--- src/rtl/nand_dec_pkg.sv ---
package nand_dec_pkg;

    localparam int OPA_LSB   = 3;
    localparam int OPB_LSB   = 11;
    localparam int PHASE_BIT = 19;
    localparam int CLOSE_BIT = 20;
    localparam int CNT_LSB   = 21;
    localparam int REL_BIT   = 21;
    localparam int FINAL_BIT = 10;
    localparam int CNT_W     = 3;

    typedef enum logic [1:0] {
        BC_CMD  = 2'd0,
        BC_ADDR = 2'd1,
        BC_DWR  = 2'd2,
        BC_DRD  = 2'd3
    } bcyc_e;

    typedef enum logic [2:0] {
        S_IDLE = 3'd0,
        S_CMD  = 3'd1,
        S_ADDR = 3'd2,
        S_DATA = 3'd3,
        S_END  = 3'd4,
        S_FIN  = 3'd5
    } seq_e;

    typedef enum logic [1:0] {
        E_IDLE = 2'd0,
        E_LOW  = 2'd1,
        E_HIGH = 2'd2
    } eng_e;

    typedef struct packed {
        logic             data_ph;
        logic [7:0]       open_op;
        logic [7:0]       close_op;
        logic             close_ok;
        logic [CNT_W-1:0] acnt;
        logic             rel_cs;
        logic             fin_mark;
    } acc_t;

    function automatic acc_t decode_addr(input logic [23:3] a);
        acc_t d;
        d.data_ph  = a[PHASE_BIT];
        d.open_op  = a[OPA_LSB +: 8];
        d.close_op = a[OPB_LSB +: 8];
        d.close_ok = a[CLOSE_BIT];
        d.acnt     = a[CNT_LSB +: CNT_W];
        d.rel_cs   = a[REL_BIT];
        d.fin_mark = a[FINAL_BIT];
        return d;
    endfunction

endpackage

--- src/rtl/nand_byte_engine.sv ---
module nand_byte_engine
    import nand_dec_pkg::*;
#(
    parameter int STROBE_CYC = 2
) (
    input  logic       clk,
    input  logic       rst,
    input  logic       start,
    input  bcyc_e      kind,
    input  logic [7:0] byte_in,
    input  logic [7:0] io_in,
    output logic       idle,
    output logic       done,
    output logic [7:0] rd_byte,
    output logic       cle,
    output logic       ale,
    output logic       we_n,
    output logic       re_n,
    output logic [7:0] io_out,
    output logic       io_oe
);
    localparam int CW = (STROBE_CYC < 2) ? 1 : $clog2(STROBE_CYC);

    eng_e        st;
    bcyc_e       kind_q;
    logic [CW-1:0] cnt;
    logic [7:0]  byte_q;
    logic [7:0]  rd_q;
    logic        active;

    always_ff @(posedge clk) begin
        if (rst) begin
            st     <= E_IDLE;
            kind_q <= BC_CMD;
            cnt    <= '0;
            byte_q <= '0;
            rd_q   <= '0;
        end else begin
            case (st)
                E_IDLE: begin
                    if (start) begin
                        kind_q <= kind;
                        byte_q <= byte_in;
                        cnt    <= CW'(STROBE_CYC - 1);
                        st     <= E_LOW;
                    end
                end
                E_LOW: begin
                    if (cnt == '0) begin
                        if (kind_q == BC_DRD) rd_q <= io_in;
                        cnt <= CW'(STROBE_CYC - 1);
                        st  <= E_HIGH;
                    end else begin
                        cnt <= cnt - 1'b1;
                    end
                end
                E_HIGH: begin
                    if (cnt == '0) st <= E_IDLE;
                    else           cnt <= cnt - 1'b1;
                end
                default: st <= E_IDLE;
            endcase
        end
    end

    always_comb begin
        active  = (st != E_IDLE);
        idle    = !active;
        done    = (st == E_HIGH) && (cnt == '0);
        cle     = active && (kind_q == BC_CMD);
        ale     = active && (kind_q == BC_ADDR);
        we_n    = !((st == E_LOW) && (kind_q != BC_DRD));
        re_n    = !((st == E_LOW) && (kind_q == BC_DRD));
        io_oe   = active && (kind_q != BC_DRD);
        io_out  = io_oe ? byte_q : 8'h00;
        rd_byte = rd_q;
    end

endmodule

--- src/rtl/nand_seq_ctrl.sv ---
module nand_seq_ctrl
    import nand_dec_pkg::*;
#(
    parameter int DATA_W = 32
) (
    input  logic              clk,
    input  logic              rst,
    input  logic              acc_go,
    input  acc_t              acc,
    input  logic              is_wr,
    input  logic [DATA_W-1:0] wdata,
    input  logic              eng_idle,
    input  logic              eng_done,
    input  logic [7:0]        eng_rd_byte,
    output logic              eng_start,
    output bcyc_e             eng_kind,
    output logic [7:0]        eng_byte,
    output logic              ready,
    output logic              done,
    output logic [DATA_W-1:0] rdata,
    output logic              fin_pulse,
    output logic              ce_act
);
    localparam int DBYTES = DATA_W / 8;
    localparam int IW     = $clog2(DBYTES + 1);

    seq_e              st;
    logic [DATA_W-1:0] wd_q;
    logic [DATA_W-1:0] rd_q;
    logic [7:0]        open_q;
    logic [7:0]        close_q;
    logic              close_now_q;
    logic              data_q;
    logic              wr_q;
    logic              rel_q;
    logic              fin_q;
    logic [IW-1:0]     n_now;
    logic [IW-1:0]     idx;
    logic              ce_q;

    logic              hold_pend;
    logic [CNT_W-1:0]  hold_rem;
    logic [7:0]        hold_op;
    logic              hold_ok;

    logic [CNT_W-1:0]  n_eff;
    logic [7:0]        op_eff;
    logic              ok_eff;
    logic [7:0]        sel_byte;

    always_comb begin
        if (hold_pend) begin
            n_eff  = hold_rem;
            op_eff = hold_op;
            ok_eff = hold_ok;
        end else begin
            n_eff  = acc.acnt;
            op_eff = acc.close_op;
            ok_eff = acc.close_ok;
        end
    end

    always_ff @(posedge clk) begin
        if (rst) begin
            st          <= S_IDLE;
            wd_q        <= '0;
            rd_q        <= '0;
            open_q      <= '0;
            close_q     <= '0;
            close_now_q <= 1'b0;
            data_q      <= 1'b0;
            wr_q        <= 1'b0;
            rel_q       <= 1'b0;
            fin_q       <= 1'b0;
            n_now       <= '0;
            idx         <= '0;
            ce_q        <= 1'b0;
            hold_pend   <= 1'b0;
            hold_rem    <= '0;
            hold_op     <= '0;
            hold_ok     <= 1'b0;
        end else begin
            case (st)
                S_IDLE: begin
                    if (acc_go) begin
                        wd_q   <= wdata;
                        idx    <= '0;
                        ce_q   <= 1'b1;
                        data_q <= acc.data_ph;
                        wr_q   <= is_wr;
                        rel_q  <= acc.rel_cs;
                        fin_q  <= acc.fin_mark;
                        if (acc.data_ph) begin
                            close_q     <= acc.close_op;
                            close_now_q <= acc.close_ok;
                            st          <= S_DATA;
                        end else begin
                            open_q  <= acc.open_op;
                            close_q <= op_eff;
                            st      <= hold_pend ? S_ADDR : S_CMD;
                            if (int'(n_eff) > DBYTES) begin
                                n_now       <= IW'(DBYTES);
                                hold_pend   <= 1'b1;
                                hold_rem    <= CNT_W'(int'(n_eff) - DBYTES);
                                hold_op     <= op_eff;
                                hold_ok     <= ok_eff;
                                close_now_q <= 1'b0;
                            end else begin
                                n_now       <= IW'(n_eff);
                                hold_pend   <= 1'b0;
                                close_now_q <= ok_eff;
                            end
                        end
                    end
                end
                S_CMD: begin
                    if (eng_done) begin
                        if (n_now != '0)      st <= S_ADDR;
                        else if (close_now_q) st <= S_END;
                        else                  st <= S_FIN;
                    end
                end
                S_ADDR: begin
                    if (eng_done) begin
                        if (idx == n_now - 1'b1) begin
                            idx <= '0;
                            st  <= close_now_q ? S_END : S_FIN;
                        end else begin
                            idx <= idx + 1'b1;
                        end
                    end
                end
                S_DATA: begin
                    if (eng_done) begin
                        if (!wr_q) begin
                            for (int i = 0; i < DBYTES; i++) begin
                                if (idx == IW'(i)) rd_q[i*8 +: 8] <= eng_rd_byte;
                            end
                        end
                        if (idx == IW'(DBYTES - 1)) begin
                            idx <= '0;
                            st  <= close_now_q ? S_END : S_FIN;
                        end else begin
                            idx <= idx + 1'b1;
                        end
                    end
                end
                S_END: begin
                    if (eng_done) st <= S_FIN;
                end
                S_FIN: begin
                    st <= S_IDLE;
                    if (data_q && rel_q) ce_q <= 1'b0;
                end
                default: st <= S_IDLE;
            endcase
        end
    end

    always_comb begin
        sel_byte = 8'h00;
        for (int i = 0; i < DBYTES; i++) begin
            if (idx == IW'(i)) sel_byte = wd_q[i*8 +: 8];
        end
    end

    always_comb begin
        eng_start = eng_idle && (st == S_CMD || st == S_ADDR ||
                                 st == S_DATA || st == S_END);
        case (st)
            S_ADDR:  begin eng_kind = BC_ADDR; eng_byte = sel_byte; end
            S_DATA:  begin eng_kind = wr_q ? BC_DWR : BC_DRD; eng_byte = sel_byte; end
            S_END:   begin eng_kind = BC_CMD;  eng_byte = close_q; end
            default: begin eng_kind = BC_CMD;  eng_byte = open_q; end
        endcase
        ready     = (st == S_IDLE);
        done      = (st == S_FIN);
        fin_pulse = (st == S_FIN) && data_q && fin_q;
        rdata     = rd_q;
        ce_act    = ce_q;
    end

endmodule

--- src/rtl/nand_cmd_decoder.sv ---
module nand_cmd_decoder
    import nand_dec_pkg::*;
#(
    parameter int ADDR_W     = 24,
    parameter int DATA_W     = 32,
    parameter int STROBE_CYC = 2
) (
    input  logic              clk,
    input  logic              rst,
    input  logic              bus_valid,
    input  logic              bus_write,
    input  logic [ADDR_W-1:0] bus_addr,
    input  logic [DATA_W-1:0] bus_wdata,
    output logic              bus_ready,
    output logic              bus_done,
    output logic [DATA_W-1:0] bus_rdata,
    output logic              ecc_last,
    output logic              nand_ce_n,
    output logic              nand_cle,
    output logic              nand_ale,
    output logic              nand_we_n,
    output logic              nand_re_n,
    output logic [7:0]        nand_io_out,
    output logic              nand_io_oe,
    input  logic [7:0]        nand_io_in
);
    acc_t       acc;
    logic       acc_go;
    logic       eng_start, eng_idle, eng_done;
    bcyc_e      eng_kind;
    logic [7:0] eng_byte, eng_rd_byte;
    logic       ce_act;
    logic       unused_addr_bits;

    assign acc              = decode_addr(bus_addr[23:3]);
    assign unused_addr_bits = ^bus_addr[2:0];
    assign acc_go           = bus_valid && bus_ready;
    assign nand_ce_n        = !ce_act;

    nand_seq_ctrl #(.DATA_W(DATA_W)) u_ctrl (
        .clk         (clk),
        .rst         (rst),
        .acc_go      (acc_go),
        .acc         (acc),
        .is_wr       (bus_write),
        .wdata       (bus_wdata),
        .eng_idle    (eng_idle),
        .eng_done    (eng_done),
        .eng_rd_byte (eng_rd_byte),
        .eng_start   (eng_start),
        .eng_kind    (eng_kind),
        .eng_byte    (eng_byte),
        .ready       (bus_ready),
        .done        (bus_done),
        .rdata       (bus_rdata),
        .fin_pulse   (ecc_last),
        .ce_act      (ce_act)
    );

    nand_byte_engine #(.STROBE_CYC(STROBE_CYC)) u_eng (
        .clk     (clk),
        .rst     (rst),
        .start   (eng_start),
        .kind    (eng_kind),
        .byte_in (eng_byte),
        .io_in   (nand_io_in),
        .idle    (eng_idle),
        .done    (eng_done),
        .rd_byte (eng_rd_byte),
        .cle     (nand_cle),
        .ale     (nand_ale),
        .we_n    (nand_we_n),
        .re_n    (nand_re_n),
        .io_out  (nand_io_out),
        .io_oe   (nand_io_oe)
    );

    logic [15:0] we_run;
    always_ff @(posedge clk) begin
        if (rst)             we_run <= '0;
        else if (!nand_we_n) we_run <= we_run + 1'b1;
        else                 we_run <= '0;
    end

    assert_latch_excl_R11: assert property (@(posedge clk) disable iff (rst)
        !(nand_cle && nand_ale));

    assert_io_dir_R11: assert property (@(posedge clk) disable iff (rst)
        !(nand_io_oe && !nand_re_n));

    assert_strobe_ce_R8: assert property (@(posedge clk) disable iff (rst)
        (!nand_we_n || !nand_re_n) |-> !nand_ce_n);

    assert_ce_release_R8: assert property (@(posedge clk) disable iff (rst)
        $rose(nand_ce_n) |-> $past(bus_done));

    assert_busy_R10: assert property (@(posedge clk) disable iff (rst)
        (!nand_we_n || !nand_re_n) |-> !bus_ready);

    assert_we_width_R10: assert property (@(posedge clk) disable iff (rst)
        $rose(nand_we_n) |-> (we_run == 16'(STROBE_CYC)));

    assert_final_done_R9: assert property (@(posedge clk) disable iff (rst)
        ecc_last |-> bus_done);

endmodule

--- config.mk ---
export PLATFORM = sky130hd
export DESIGN_NAME = nand_cmd_decoder
export DESIGN_NICKNAME = d
export VERILOG_FILES = /design/src/rtl/nand_dec_pkg.sv /design/src/rtl/nand_byte_engine.sv /design/src/rtl/nand_seq_ctrl.sv /design/src/rtl/nand_cmd_decoder.sv
export SDC_FILE = /design/constraint.sdc
export NUM_CORES = 1
export LEC_CHECK = 0
export BUFFER_PORTS_ARGS = -buffer_cell sky130_fd_sc_hd__buf_2
export CORE_ASPECT_RATIO = 0.75
export CORE_MARGIN = 1
export CORE_UTILIZATION = 45
export CTS_CLUSTER_SIZE = 14
export DETAILED_ROUTE_END_ITERATION = 12
export PLACE_DENSITY = 0.74
export SLEW_MARGIN = 10
export SYNTH_ARGS = -nofsm -noshare
export SYNTH_HDL_FRONTEND = slang
export SYNTH_SLANG_ARGS = --single-unit
--- constraint.sdc ---
create_clock -name clk -period 2.3 [get_ports clk]
set_input_delay 0.46 -clock clk [delete_from_list [all_inputs] [get_ports clk]]
set_output_delay 0.46 -clock clk [all_outputs]
set_load 0.005 [all_outputs]
After elaboration in Yosys (flattened, before gate mapping)
Cells that the tools add are included.

Add/subtract/negate cells: 4. $lt $le $gt $ge: 1. Equal/unequal tests: 25. Mux-type cells: 45. Bitwise gates (word level): 3. Reductions and logical operators: 42.

Operator list (count): two-way mux 8 bit (7); two-way mux 3 bit (16); AND reduction 4 bit (6); != test 2 bit, second input constant (8); one-hot mux 8 bit (2 select lines) (1); one-hot mux 3 bit (5 select lines) (1); equality test 3 x 2 -> 1 bit, second input constant (4); AND reduction 3 bit (4); logical AND 1 bit (11); two-way mux 1 bit (11); one-hot mux 3 bit (3 select lines) (1); nonzero test 3 bit (3); two-way mux 2 bit (4); != test 2 x 1 -> 1 bit, second input constant (4); AND reduction 7 bit (1); equality test 3 x 1 -> 1 bit, second input constant (2); equality test 3 bit, second input constant (2); zero test 3 bit (2); one-hot mux 2 bit (3 select lines) (1); AND reduction 2 bit (3); equality test 2 x 1 -> 1 bit, second input constant (2); equality test 2 bit, second input constant (2); zero test 1 bit (4); zero test 2 bit (2); 13 further kinds (18).

Bits in registers: 129. Bits of input ports: 68. Output and inout port bits: 49.

Logic depth before layout (Yosys ltp)
Gate-level depths: netlist of run 1.

Depth in word-level cells: 7. Mapped depth: 9. Gate-level depth less buffers: 8.

Hierarchy
A second synthesis of run 1 with hierarchy kept.

Cell total of the unflattened synthesis: 661. Area total of the unflattened synthesis: 5804.3 µm².

By module, submodules not included: nand_seq_ctrl (instances 1, cells each 562, area each 4830.9 µm²); nand_byte_engine (instances 1, cells each 97, area each 963.4 µm²); nand_cmd_decoder (instances 1, cells each 2, area each 10.0 µm²).

Worst setup path before layout of run 1
Ideal clock, no wire load.

Kind: register to register. Start point: register u_ctrl.st[1]. End point: register u_ctrl.hold_ok. Arrival: 1.754 ns. Setup slack: 0.418 ns. Cell stages (with the launch flop): 8. Buffers on the path: 2. Path through: dfxtp_1 > buf_2 > nor4b_4 > nand2b_1 > or3_1 > buf_2 > mux2i_1 > nor2_1.

Longest elaborated chain between the ends: 3.

Ends and longest elaborated chain: from (decl) (line nand_seq_ctrl.sv:27) `seq_e st;`; from (signal assigned) (line nand_seq_ctrl.sv:100) `st <= hold_pend ? S_ADDR : S_CMD;`; from (signal assigned) (line nand_seq_ctrl.sv:127) `st <= close_now_q ? S_END : S_FIN;`; from (signal assigned) (line nand_seq_ctrl.sv:142) `st <= close_now_q ? S_END : S_FIN;`; zero test 3 bit (*) (line nand_seq_ctrl.sv:83, nand_seq_ctrl.sv:176); logical AND 1 bit (line nand_cmd_decoder.sv:37) `assign acc_go = bus_valid && bus_ready;`; AND reduction 4 bit (no source line) (*); to (signal assigned) (line nand_seq_ctrl.sv:106) `hold_ok <= ok_eff;`; to (decl) (line nand_seq_ctrl.sv:44) `logic hold_ok;`.

Every way passes the cells marked *; elsewhere a longest branch is shown, timed or not. A chain may end at the register's enable or synchronous reset.

Worst setup path in the final report of run 1
Start point: register u_ctrl.idx[1]. End point: register u_eng.byte_q[6].

Longest elaborated chain between the ends: 6. Elaborated cells on any way between the ends: 9. Classes of those cells: eq/ne (3); mux (5); reduce/logical (1).

Ends and longest elaborated chain: from (decl) (line nand_seq_ctrl.sv:38) `logic [IW-1:0] idx;`; from (signal assigned) (line nand_seq_ctrl.sv:129) `idx <= idx + 1'b1;`; from (signal assigned) (line nand_seq_ctrl.sv:144) `idx <= idx + 1'b1;`; zero test 3 bit (line nand_seq_ctrl.sv:163) `if (idx == IW'(i)) sel_byte = wd_q[i*8 +: 8];`; two-way mux 8 bit (3 in a row) (line nand_seq_ctrl.sv:163); two-way mux 8 bit (*) (line nand_seq_ctrl.sv:163); one-hot mux 8 bit (2 select lines) (*) (line nand_seq_ctrl.sv:170) `case (st)`; to (signal assigned) (line nand_byte_engine.sv:43) `byte_q <= byte_in;`; to (decl) (line nand_byte_engine.sv:27) `logic [7:0] byte_q;`.

Marks and branches as above.

==> results.py, run 1 <==
metrics = {
    "worst_setup_path": {
        "critical_path.reg2reg.endpoint": "u_eng.byte_q[6]$_SDFFE_PP0P_",
        "worstSetupPathType": "flop to flop",
        "path_max_fanout": 10,
        "r2r_setup_slack_ns": 0.14,
        "crit_path_end_kind": "flop",
        "cp.required_ns": 2.63,
        "cp-start-kind": "flop",
        "worstPathArrival_ns": 2.48,
        "critPathLaunch": "u_ctrl.idx[1]$_SDFFE_PP0P_",
        "reg2reg_depth": 8,
        "regToRegStartpoint": "u_ctrl.idx[1]$_SDFFE_PP0P_",
    },
    "placed_design": {
        "port-buffer-count": 113,
        "placed_cells_incl_taps": 952,
        "finalWeightedCongestion": 0.843,
        "detailed_place_hpwl_mm": 10.6,
        "place_ws_ns": 0.128,
    },
    "global_routing": {
        "first_global_vias": 5016,
        "grtUsageTotal": 0.238,
        "grt_antenna_before_repair": 0,
        "grt_pass1_wl_mm": 23.7,
        "grt_max_degree": 55,
        "overflow": 0,
    },
    "sta": {
        "worst_slew_margin_rel": 0.599,
        "drv_slew": 0,
        "fin_crit_ns": 2.16,
        "max_freq_mhz": 464,
        "setup_tns_ns": 0,
        "post-route-worst-setup-slack_ns": 0.143,
        "worst-slew-pin-transition_ns": 0.599,
        "rsz_0062_raised_after_global_routing": "no",
        "min_period_over_period": 0.938,
        "skew_ns": 0.00684,
        "number_of_failing_setup_endpoints_in_the_final_timing_report": 0,
        "timing.final.hold_violations": 0,
    },
    "finish": {
        "finish.utilization": 0.585,
        "finalNonFillerCells": 984,
        "final_layout_size_suffix_gt1_frac": 0.209,
        "layout.nets": 888,
        "area_growth_pct": 24.0,
        "antenna-diode-count": 0,
    },
    "synth": {
        "yosys.area_share.simple": 0.222,
        "netlist_area_mm2": 0.00558,
        "synth_area_per_cell_um2": 7.90,
        "synth_top_family_by_area": "simple AND/OR/NAND/NOR gates",
        "synth_ff_type": "dfxtp_1",
        "synthesis.instances": 706,
        "synthesis.yosys.warnings": 0,
        "synth_fp_nets": 785,
        "synth.mux.area_fraction": 0.0556,
        "synth-compound-area-share": 0.179,
        "ys_async_sr_fraction": 0,
        "synth_xor_area_frac": 0.00471,
        "seq_area_frac_synth": 0.463,
        "adder_and_majority_cell_fraction_of_the_synthesized_area": 0.0247,
        "number_of_synthesized_flops_with_an_enable_pin": 0,
        "ys_seq_elements": 129,
        "ys_types": 38,
    },
    "power": {
        "p_per_area_mw_per_mm2": 1060,
        "leakage_nw": 2.94,
        "p_sw_frac": 0.328,
        "clock_power_share": 0.350,
        "overall_power_after_layout_mw": 7.32,
        "pwr-share-comb": 0.267,
        "ir_worst_vdd_v": 0.000750,
        "seqPwrFrac": 0.382,
        "internal_power_mw": 4.92,
        "p_switching_mw": 2.40,
    },
    "cts": {
        "cts.sink_count": 129,
        "tritoncts_clock_tree": "built",
        "cts_root_buffer": "clkbuf_16",
        "cts-htree-levels": 4,
        "clk_pin_slew_worst_paths_ns": 0.06,
        "hold_buffers": 0,
        "ctsLongestPathBuffers": 2,
        "clock_insertion_delay_worst_skew_ns": 0.42,
        "tritoncts.num_buffers": 17,
    },
    "hold_path": {
        "min-delay-start": "bus_wdata[10]",
        "min-delay-path-class": "primary input to flop",
        "hold-path-cell-count": 3,
        "min_delay_worst_endpoint": "u_ctrl.wd_q[10]$_SDFFE_PP0P_",
    },
    "job": {
        "max_cap_viol_count": 0,
    },
    "route": {
        "dr.first_iter.drc_count": 362,
        "drt-vias-per-instance": 5.38,
        "wl_mm": 14.6,
        "remaining_drc_errors": 0,
        "num_vias": 5296,
        "drt_first_pass_iters": 5,
        "route.antenna.remaining_nets": 0,
        "detail_route.wl_per_cell_um": 14.8,
    },
    "floorplanning": {
        "row_count": 34,
        "ios": 117,
        "starting_utilization_of_the_core_area": 0.472,
        "die_h_um": 98.4,
        "die_w_um": 131,
        "area_of_the_die_mm2": 0.0128,
        "design.core.area_mm2": 0.0118,
    },
    "outcome": {
        "run_status": "finished, final reports clean",
    },
}
-- metrics by stage --
step	area (um2)	hold slack, ns
after floorplan	5580	0.432
after global placement	6330	0.440
after detailed placement	6330	0.448
after CTS	6910	0.273
after global routing	6910	0.274
final	6910	0.282
-- sequential cells by signal, indices dropped and copies added (netlist names), 8 cells and up --
signal          cells
u_ctrl.hold_op      8
u_eng.byte_q        8
u_eng.rd_byte       8
u_ctrl.close_q      8
u_ctrl.rdata       32
u_ctrl.wd_q        32
u_ctrl.open_q       8
-- critical path: stages, from the launching register on --
cell      delay (ns)
dfxtp_1         0.41
inv_1           0.09
ha_1            0.34
nor2b_1         0.17
buf_4           0.17
a221oi_1        0.08
o21ai_0         0.31
nand2_1         0.18
a311oi_1        0.31
-- placed cells by master, fill, tap and decap left out, types with 3 or more instances in the layout --
cell type	n
and3_1	3
nor2_1	49
o22ai_1	8
clkbuf_8	3
nand3_1	32
nand2b_1	5
a21oi_1	102
buf_2	112
buf_4	20
nand2_1	166
a311oi_1	9
and2_1	9
nor2b_1	3
clkbuf_16	17
xor2_1	3
dfxtp_1	128
ha_1	11
a221oi_1	9
inv_6	3
inv_1	25
a211oi_1	9
o21ai_0	24
mux2i_1	31
clkinv_2	3
or3_1	5
-- worst max path at each step --
stage | end | cells after the start
2_1_floorplan | u_ctrl.hold_ok$_SDFFE_PP0P_ | 7
3_3_place_gp | u_ctrl.hold_rem[0]$_SDFFE_PP0P_ | 6
3_5_place_dp | u_ctrl.hold_rem[1]$_SDFFE_PP0P_ | 6
4_1_cts | ecc_last | 5
5_1_grt | u_eng.byte_q[4]$_SDFFE_PP0P_ | 8
6_report | u_eng.byte_q[6]$_SDFFE_PP0P_ | 8
-- area by class of cell --
type                    instances  area (um2)
flip-flops and latches        129        2580
clock inverters                11         104
repair buffers                133         731
fillers                      1093        4910
multi-input cells             503        2730
inverters                      25        93.8
clock buffers                  21         470
well taps                     162         203
-- synthesized netlist by cell type, drive strengths merged (3+ instances only) --
cell / instances / area [um2]
nor2b: 3 / 18.8
mux2i: 31 / 310
nor2: 50 / 188
and2: 9 / 56.3
xor2: 3 / 26.3
nand2: 166 / 623
o21ai: 24 / 120
or3: 5 / 31.3
buf: 9 / 37.5
and3: 3 / 18.8
dfxtp: 129 / 2580
inv: 25 / 93.8
nand2b: 5 / 31.3
a211oi: 9 / 67.6
a21oi: 103 / 515
o22ai: 8 / 50.1
nand3: 32 / 160
a221oi: 9 / 78.8
ha: 11 / 138
clkbuf: 40 / 150
a311oi: 9 / 78.8
-- power by group through the flow --
stage               clock network [mW]  registers (mW)  logic [mW]
finish                            2.57            2.80        1.96
global route                      2.71            2.83        2.19
CTS                               2.59            2.79        1.94
detailed placement                   0            2.84        1.92
global placement                     0            2.82        1.85
floorplan                            0            2.74        1.43
-- metal layers --
layer / share of wire / up-vias / wire, um / GRT usage
li1: - / 2624 / - / -
met2: 0.47 / 160 / 6820 / 0.380
met4: 0.0093 / 0 / 135 / 0.0628
met1: 0.46 / 2496 / 6670 / 0.317
met3: 0.065 / 16 / 947 / 0.0662
met5: 0 / - / 0 / 0
-- cells by family after synthesis --
logic type / after synthesis
adder cells (fa/ha/maj): 11
multiplexers: 31
buffers and inverters: 74
AO/OA/AOI/OAI: 173
XOR/XNOR: 3
flip-flops: 129
AND/OR/NAND/NOR: 285
-- timing repair --
action                     in CTS  in global routing
setup endpoints to repair       0                 15
resized for setup               0                  3
buffers inserted                0                  0
Power figures use the tool's default switching activity.
==> inputs of run 2 (changes only) <==
--- a/config.mk
+++ b/config.mk
@@ -12,6 +12,7 @@
 export CTS_CLUSTER_SIZE = 14
 export DETAILED_ROUTE_END_ITERATION = 12
 export PLACE_DENSITY = 0.74
+export SETUP_SLACK_MARGIN = 0.2
 export SLEW_MARGIN = 10
 export SYNTH_ARGS = -nofsm -noshare
 export SYNTH_HDL_FRONTEND = slang
==> results.py, run 2 (same netlist as run 1, synthesis figures left out) <==
metrics = {
    "placed_design": {
        "detailed_place.area_mm2": 0.00633,
        "finalWeightedCongestion": 0.843,
        "port-buffer-count": 113,
        "detailed_place_hpwl_mm": 10.6,
    },
    "hold_path": {
        "min-delay-path-class": "primary input to flop",
        "min_delay_worst_endpoint": "u_ctrl.wd_q[10]$_SDFFE_PP0P_",
        "hold-path-cell-count": 3,
        "min-delay-start": "bus_wdata[10]",
    },
    "sta": {
        "number_of_failing_setup_endpoints_in_the_final_timing_report": 0,
        "rsz_0062_raised_after_global_routing": "yes",
        "max_freq_mhz": 481,
        "setup_tns_ns": 0,
        "skew_ns": 0.00712,
        "timing.final.hold_violations": 0,
        "worst-slew-pin-transition_ns": 0.592,
        "drv_slew": 0,
        "worst_slew_margin_rel": 0.604,
        "min_period_over_period": 0.904,
        "fin_crit_ns": 2.08,
    },
    "cts": {
        "cts.sink_count": 129,
        "tritoncts_clock_tree": "built",
        "clock_insertion_delay_worst_skew_ns": 0.42,
        "hold_buffers": 0,
        "ctsLongestPathBuffers": 2,
        "cts-htree-levels": 4,
        "cts_root_buffer": "clkbuf_16",
        "clk_pin_slew_worst_paths_ns": 0.06,
        "tritoncts.num_buffers": 17,
    },
    "worst_setup_path": {
        "reg2reg_depth": 8,
        "r2r_setup_slack_ns": 0.35,
        "path_max_fanout": 15,
        "path_delay_family": "buffers and inverters",
        "worstPathArrival_ns": 1.62,
        "path_common_cell": "buf_4",
        "crit_path_end_kind": "output pin",
        "crit_path_top_delay_cell": "or3_1",
        "slowest_delay_ns": 0.39,
        "worst-path-buf-inv": 4,
        "crit_path_cell_trace": "buf_4 > or3_1 > buf_4 > inv_1 > buf_2",
        "worstSetupPathType": "flop to output pin",
        "cp-start-kind": "flop",
        "critical_path.reg2reg.endpoint": "u_eng.byte_q[4]$_SDFFE_PP0P_",
        "regToRegStartpoint": "u_ctrl.idx[1]$_SDFFE_PP0P_",
        "cp.required_ns": 1.84,
    },
    "power": {
        "ir_worst_vdd_v": 0.000753,
        "p_per_area_mw_per_mm2": 1060,
        "leakage_nw": 2.95,
    },
    "floorplanning": {
        "starting_utilization_of_the_core_area": 0.472,
        "design.core.area_mm2": 0.0118,
        "die_h_um": 98.4,
        "area_of_the_die_mm2": 0.0128,
        "die_w_um": 131,
        "ios": 117,
        "row_count": 34,
    },
    "job": {
        "max_cap_viol_count": 0,
    },
    "global_routing": {
        "first_global_vias": 5016,
        "grt_antenna_before_repair": 0,
        "overflow": 0,
        "grt_max_degree": 55,
        "grtUsageTotal": 0.238,
        "grt_pass1_wl_mm": 23.7,
    },
    "route": {
        "detail_route.wl_per_cell_um": 14.8,
        "wl_mm": 14.6,
        "remaining_drc_errors": 0,
        "num_vias": 5281,
        "drt-vias-per-instance": 5.37,
        "dr.first_iter.drc_count": 350,
        "route.antenna.remaining_nets": 0,
        "drt_first_pass_iters": 5,
    },
    "finish": {
        "antenna-diode-count": 0,
        "most-common-layout-cells": "166 x nand2_1, 125 x dfxtp_1, 112 x buf_2",
        "layout_commonest_cell": "nand2_1",
        "filler_cell_count": 1086,
        "finalInstanceArea_mm2": 0.00697,
        "finish.utilization": 0.589,
        "final_layout_size_suffix_gt1_frac": 0.223,
        "area_growth_pct": 24.9,
        "layout.nets": 888,
    },
    "outcome": {
        "run_status": "finished, final reports clean",
    },
}
[run 2: what timing repair did]
item | in CTS | in global routing
resized for setup | 5 | 19
pin swaps | 0 | 0
hold endpoints to repair | 0 | 0
endpoints found under the setup margin | 12 | 29
buffers inserted | 0 | 0
[run 2: power by group]
group	switching, mW	internal, mW	leakage, nW
registers	0.236	2.57	1.05
clock network	0.990	1.58	0.280
logic	1.19	0.801	1.62
[run 2: how the worst max path moves through the flow]
stage                                     startpoint                               to  slack [ns]  depth (start not counted)
final                      u_ctrl.st[0]$_SDFFE_PP0P_                        bus_ready        0.22                          5
after global routing        u_eng.st[0]$_SDFFE_PP0P_                         nand_cle        0.17                          5
after CTS                 u_ctrl.idx[1]$_SDFFE_PP0P_     u_eng.byte_q[3]$_SDFFE_PP0P_        0.20                          8
after detailed placement                   bus_valid  u_ctrl.hold_rem[1]$_SDFFE_PP0P_        0.13                          6
after global placement                     bus_valid  u_ctrl.hold_rem[0]$_SDFFE_PP0P_        0.16                          6
after floorplan            u_ctrl.st[1]$_SDFFE_PP0P_      u_ctrl.hold_ok$_SDFFE_PP0P_        0.42                          7
[run 2: area by class of cell]
type / count / area [um2] / area share
Clock buffer: 21 / 470 / 0.0675
Tap cell: 162 / 203 / 0.0291
Clock inverter: 11 / 104 / 0.0149
Inverter: 25 / 93.8 / 0.0135
Timing Repair Buffer: 133 / 738 / 0.106
Sequential cell: 129 / 2590 / 0.372
Multi-Input combinational cell: 503 / 2770 / 0.397
[run 2: stage by stage]
step	power, mW	cells	hold WS (ns)	setup slack, ns
6_report	7.37	984	0.282	0.222
5_1_grt	7.78	984	0.274	0.171
4_1_cts	7.34	984	0.273	0.203
3_5_place_dp	4.76	952	0.448	0.128
3_3_place_gp	4.67	952	0.440	0.163
2_1_floorplan	4.18	706	0.432	0.418
[run 2: worst register-to-register path: cells and delay by family, from the launching register on]
family | cells | cell delay [ns]
flops | 1 | 0.41
buf+inv | 2 | 0.26
fa+ha+maj | 1 | 0.26
simple gates | 2 | 0.30
compound gates | 3 | 0.64
[run 2: routing by layer]
metal | global-route usage | vias up | wire length [um]
met5 | 0 | - | 0
met4 | 0.0628 | 0 | 157
met3 | 0.0662 | 18 | 978
met2 | 0.380 | 158 | 6770
met1 | 0.317 | 2483 | 6700
li1 | - | 2622 | -
==> inputs of run 3 (changes only) <==
--- a/config.mk
+++ b/config.mk
@@ -5,12 +5,13 @@
 export SDC_FILE = /design/constraint.sdc
 export NUM_CORES = 1
 export LEC_CHECK = 0
-export BUFFER_PORTS_ARGS = -buffer_cell sky130_fd_sc_hd__buf_2
+export BUFFER_PORTS_ARGS = -buffer_cell sky130_fd_sc_hd__buf_4
 export CORE_ASPECT_RATIO = 0.75
 export CORE_MARGIN = 1
 export CORE_UTILIZATION = 45
 export CTS_CLUSTER_SIZE = 14
 export DETAILED_ROUTE_END_ITERATION = 12
+export HOLD_SLACK_MARGIN = 0.03
 export PLACE_DENSITY = 0.74
 export SETUP_SLACK_MARGIN = 0.2
 export SLEW_MARGIN = 10
==> results.py, run 3 (same netlist as run 1, synthesis figures left out) <==
metrics = {
    "global_routing": {
        "grtUsageTotal": 0.246,
        "first_global_vias": 5145,
        "globalRouteMet2Util": 0.396,
        "grt_use_met1": 0.319,
        "global_route.peak_usage_layer": "met2",
        "gr_layer_usage_met3": 0.0689,
        "grt_pass1_wl_mm": 24.5,
        "grt_max_degree": 60,
        "overflow": 0,
        "grt_antenna_before_repair": 0,
    },
    "placed_design": {
        "detailed_place_hpwl_mm": 10.8,
        "finalWeightedCongestion": 0.886,
        "detailed_place.area_mm2": 0.00664,
        "port-buffer-count": 113,
    },
    "sta": {
        "number_of_failing_setup_endpoints_in_the_final_timing_report": 0,
        "fin_crit_ns": 2.03,
        "timing.final.hold_violations": 0,
        "rsz_0062_raised_after_global_routing": "yes",
        "setup_tns_ns": 0,
        "worst_slew_margin_rel": 0.583,
        "skew_ns": 0.00822,
        "max_freq_mhz": 492,
        "worst-slew-pin-transition_ns": 0.625,
        "min_period_over_period": 0.884,
        "drv_slew": 0,
    },
    "finish": {
        "area_growth_pct": 31.8,
        "most-common-layout-cells": "165 x nand2_1, 132 x buf_4, 125 x dfxtp_1",
        "filler_cell_count": 1053,
        "antenna-diode-count": 0,
        "finalInstanceArea_mm2": 0.00735,
        "final_layout_size_suffix_gt1_frac": 0.225,
        "layout_commonest_cell": "nand2_1",
        "layout.nets": 892,
    },
    "floorplanning": {
        "die_w_um": 131,
        "row_count": 34,
        "die_h_um": 98.4,
        "area_of_the_die_mm2": 0.0128,
        "ios": 117,
        "starting_utilization_of_the_core_area": 0.472,
        "design.core.area_mm2": 0.0118,
    },
    "worst_setup_path": {
        "path_delay_family": "buffers and inverters",
        "worstPathArrival_ns": 1.57,
        "worstSetupPathType": "flop to output pin",
        "cp.required_ns": 1.84,
        "worst-path-buf-inv": 4,
        "crit_path_end_kind": "output pin",
        "crit_path_top_delay_cell": "dfxtp_4",
        "cp-start-kind": "flop",
        "crit_path_cell_trace": "buf_6 > or3_1 > buf_4 > inv_1 > buf_4",
        "slowest_delay_ns": 0.35,
        "path_max_fanout": 13,
        "path_common_cell": "buf_4",
    },
    "route": {
        "drt-vias-per-instance": 5.41,
        "route.antenna.remaining_nets": 0,
        "remaining_drc_errors": 0,
        "drt_first_pass_iters": 5,
        "dr.first_iter.drc_count": 284,
        "wl_mm": 15.1,
        "detail_route.wl_per_cell_um": 15.3,
        "num_vias": 5348,
    },
    "cts": {
        "clk_pin_slew_worst_paths_ns": 0.06,
        "tritoncts.num_buffers": 17,
        "hold_buffers": 0,
        "cts.sink_count": 129,
        "ctsLongestPathBuffers": 2,
        "cts_root_buffer": "clkbuf_16",
        "cts-htree-levels": 4,
        "clock_insertion_delay_worst_skew_ns": 0.42,
        "tritoncts_clock_tree": "built",
    },
    "power": {
        "clock_power_share": 0.368,
        "p_switching_mw": 2.46,
        "leakage_nw": 3.05,
        "p_per_area_mw_per_mm2": 1060,
        "p_sw_frac": 0.314,
        "seqPwrFrac": 0.360,
        "internal_power_mw": 5.36,
        "pwr-share-comb": 0.271,
        "ir_worst_vdd_v": 0.000602,
    },
    "hold_path": {
        "min-delay-path-class": "primary input to flop",
    },
    "job": {
        "max_cap_viol_count": 0,
    },
    "outcome": {
        "run_status": "finished, final reports clean",
    },
}
-- run 3: tightest hold or removal path: cells and delay by family --
family,cells,cell delay [ns]
buf+inv,1,0.08
simple gates,1,0.07
mux,1,0.05
-- run 3: metal layers --
layer	wire (um)	vias up	share of wire
met5	0	-	0
met4	161	0	0.011
met3	1070	18	0.071
met2	7170	177	0.47
met1	6730	2521	0.44
li1	-	2632	-
-- run 3: power by group through the flow --
stage                     logic [mW]  registers, mW  clock network [mW]
final                           2.12           2.81                2.88
after global placement          1.94           2.83                   0
after floorplan                 1.43           2.74                   0
after global routing            2.36           2.85                3.02
after detailed placement        2.00           2.85                   0
after CTS                       2.03           2.81                2.91
-- run 3: layout make-up --
| type | instances | area (um2) | share of cell area |
|---|---|---|---|
| clock inverters | 12 | 180 | 0.0245 |
| well taps | 162 | 203 | 0.0276 |
| repair buffers | 136 | 1050 | 0.143 |
| multi-input cells | 504 | 2780 | 0.377 |
| inverters | 25 | 93.8 | 0.0128 |
| flip-flops and latches | 129 | 2590 | 0.352 |
| clock buffers | 20 | 457 | 0.0621 |
-- run 3: worst paths after layout --
kind | end | slack, ns | startpoint | cells after the start
hold reg to reg | u_ctrl.wd_q[20]$_SDFFE_PP0P_ | 0.45 | u_ctrl.wd_q[20]$_SDFFE_PP0P_ | 2
hold / removal | u_ctrl.hold_op[5]$_SDFFE_PP0P_ | 0.28 | bus_addr[16] | 3
setup / recovery | bus_ready | 0.27 | u_ctrl.st[1]$_SDFFE_PP0P_ | 5
setup reg to reg | u_ctrl.st[0]$_SDFFE_PP0P_ | 0.32 | u_ctrl.n_now[0]$_SDFFE_PP0P_ | 8
-- run 3: repair_timing --
item / CTS / global route
gates resized for setup: 5 / 19
endpoints found under the setup margin: 12 / 25
setup buffers: 0 / 1
cloned: 0 / 1
-- run 3: metrics by stage --
step	power (mW)	hold slack (ns)	cells	setup WS [ns]	utilization
5_1_grt	8.23	0.287	988	0.107	0.622
6_report	7.82	0.283	988	0.267	0.622
3_5_place_dp	4.84	0.446	954	0.216	0.561
4_1_cts	7.75	0.278	986	0.200	0.617
3_3_place_gp	4.76	0.441	954	0.247	0.561
2_1_floorplan	4.18	0.432	706	0.418	-
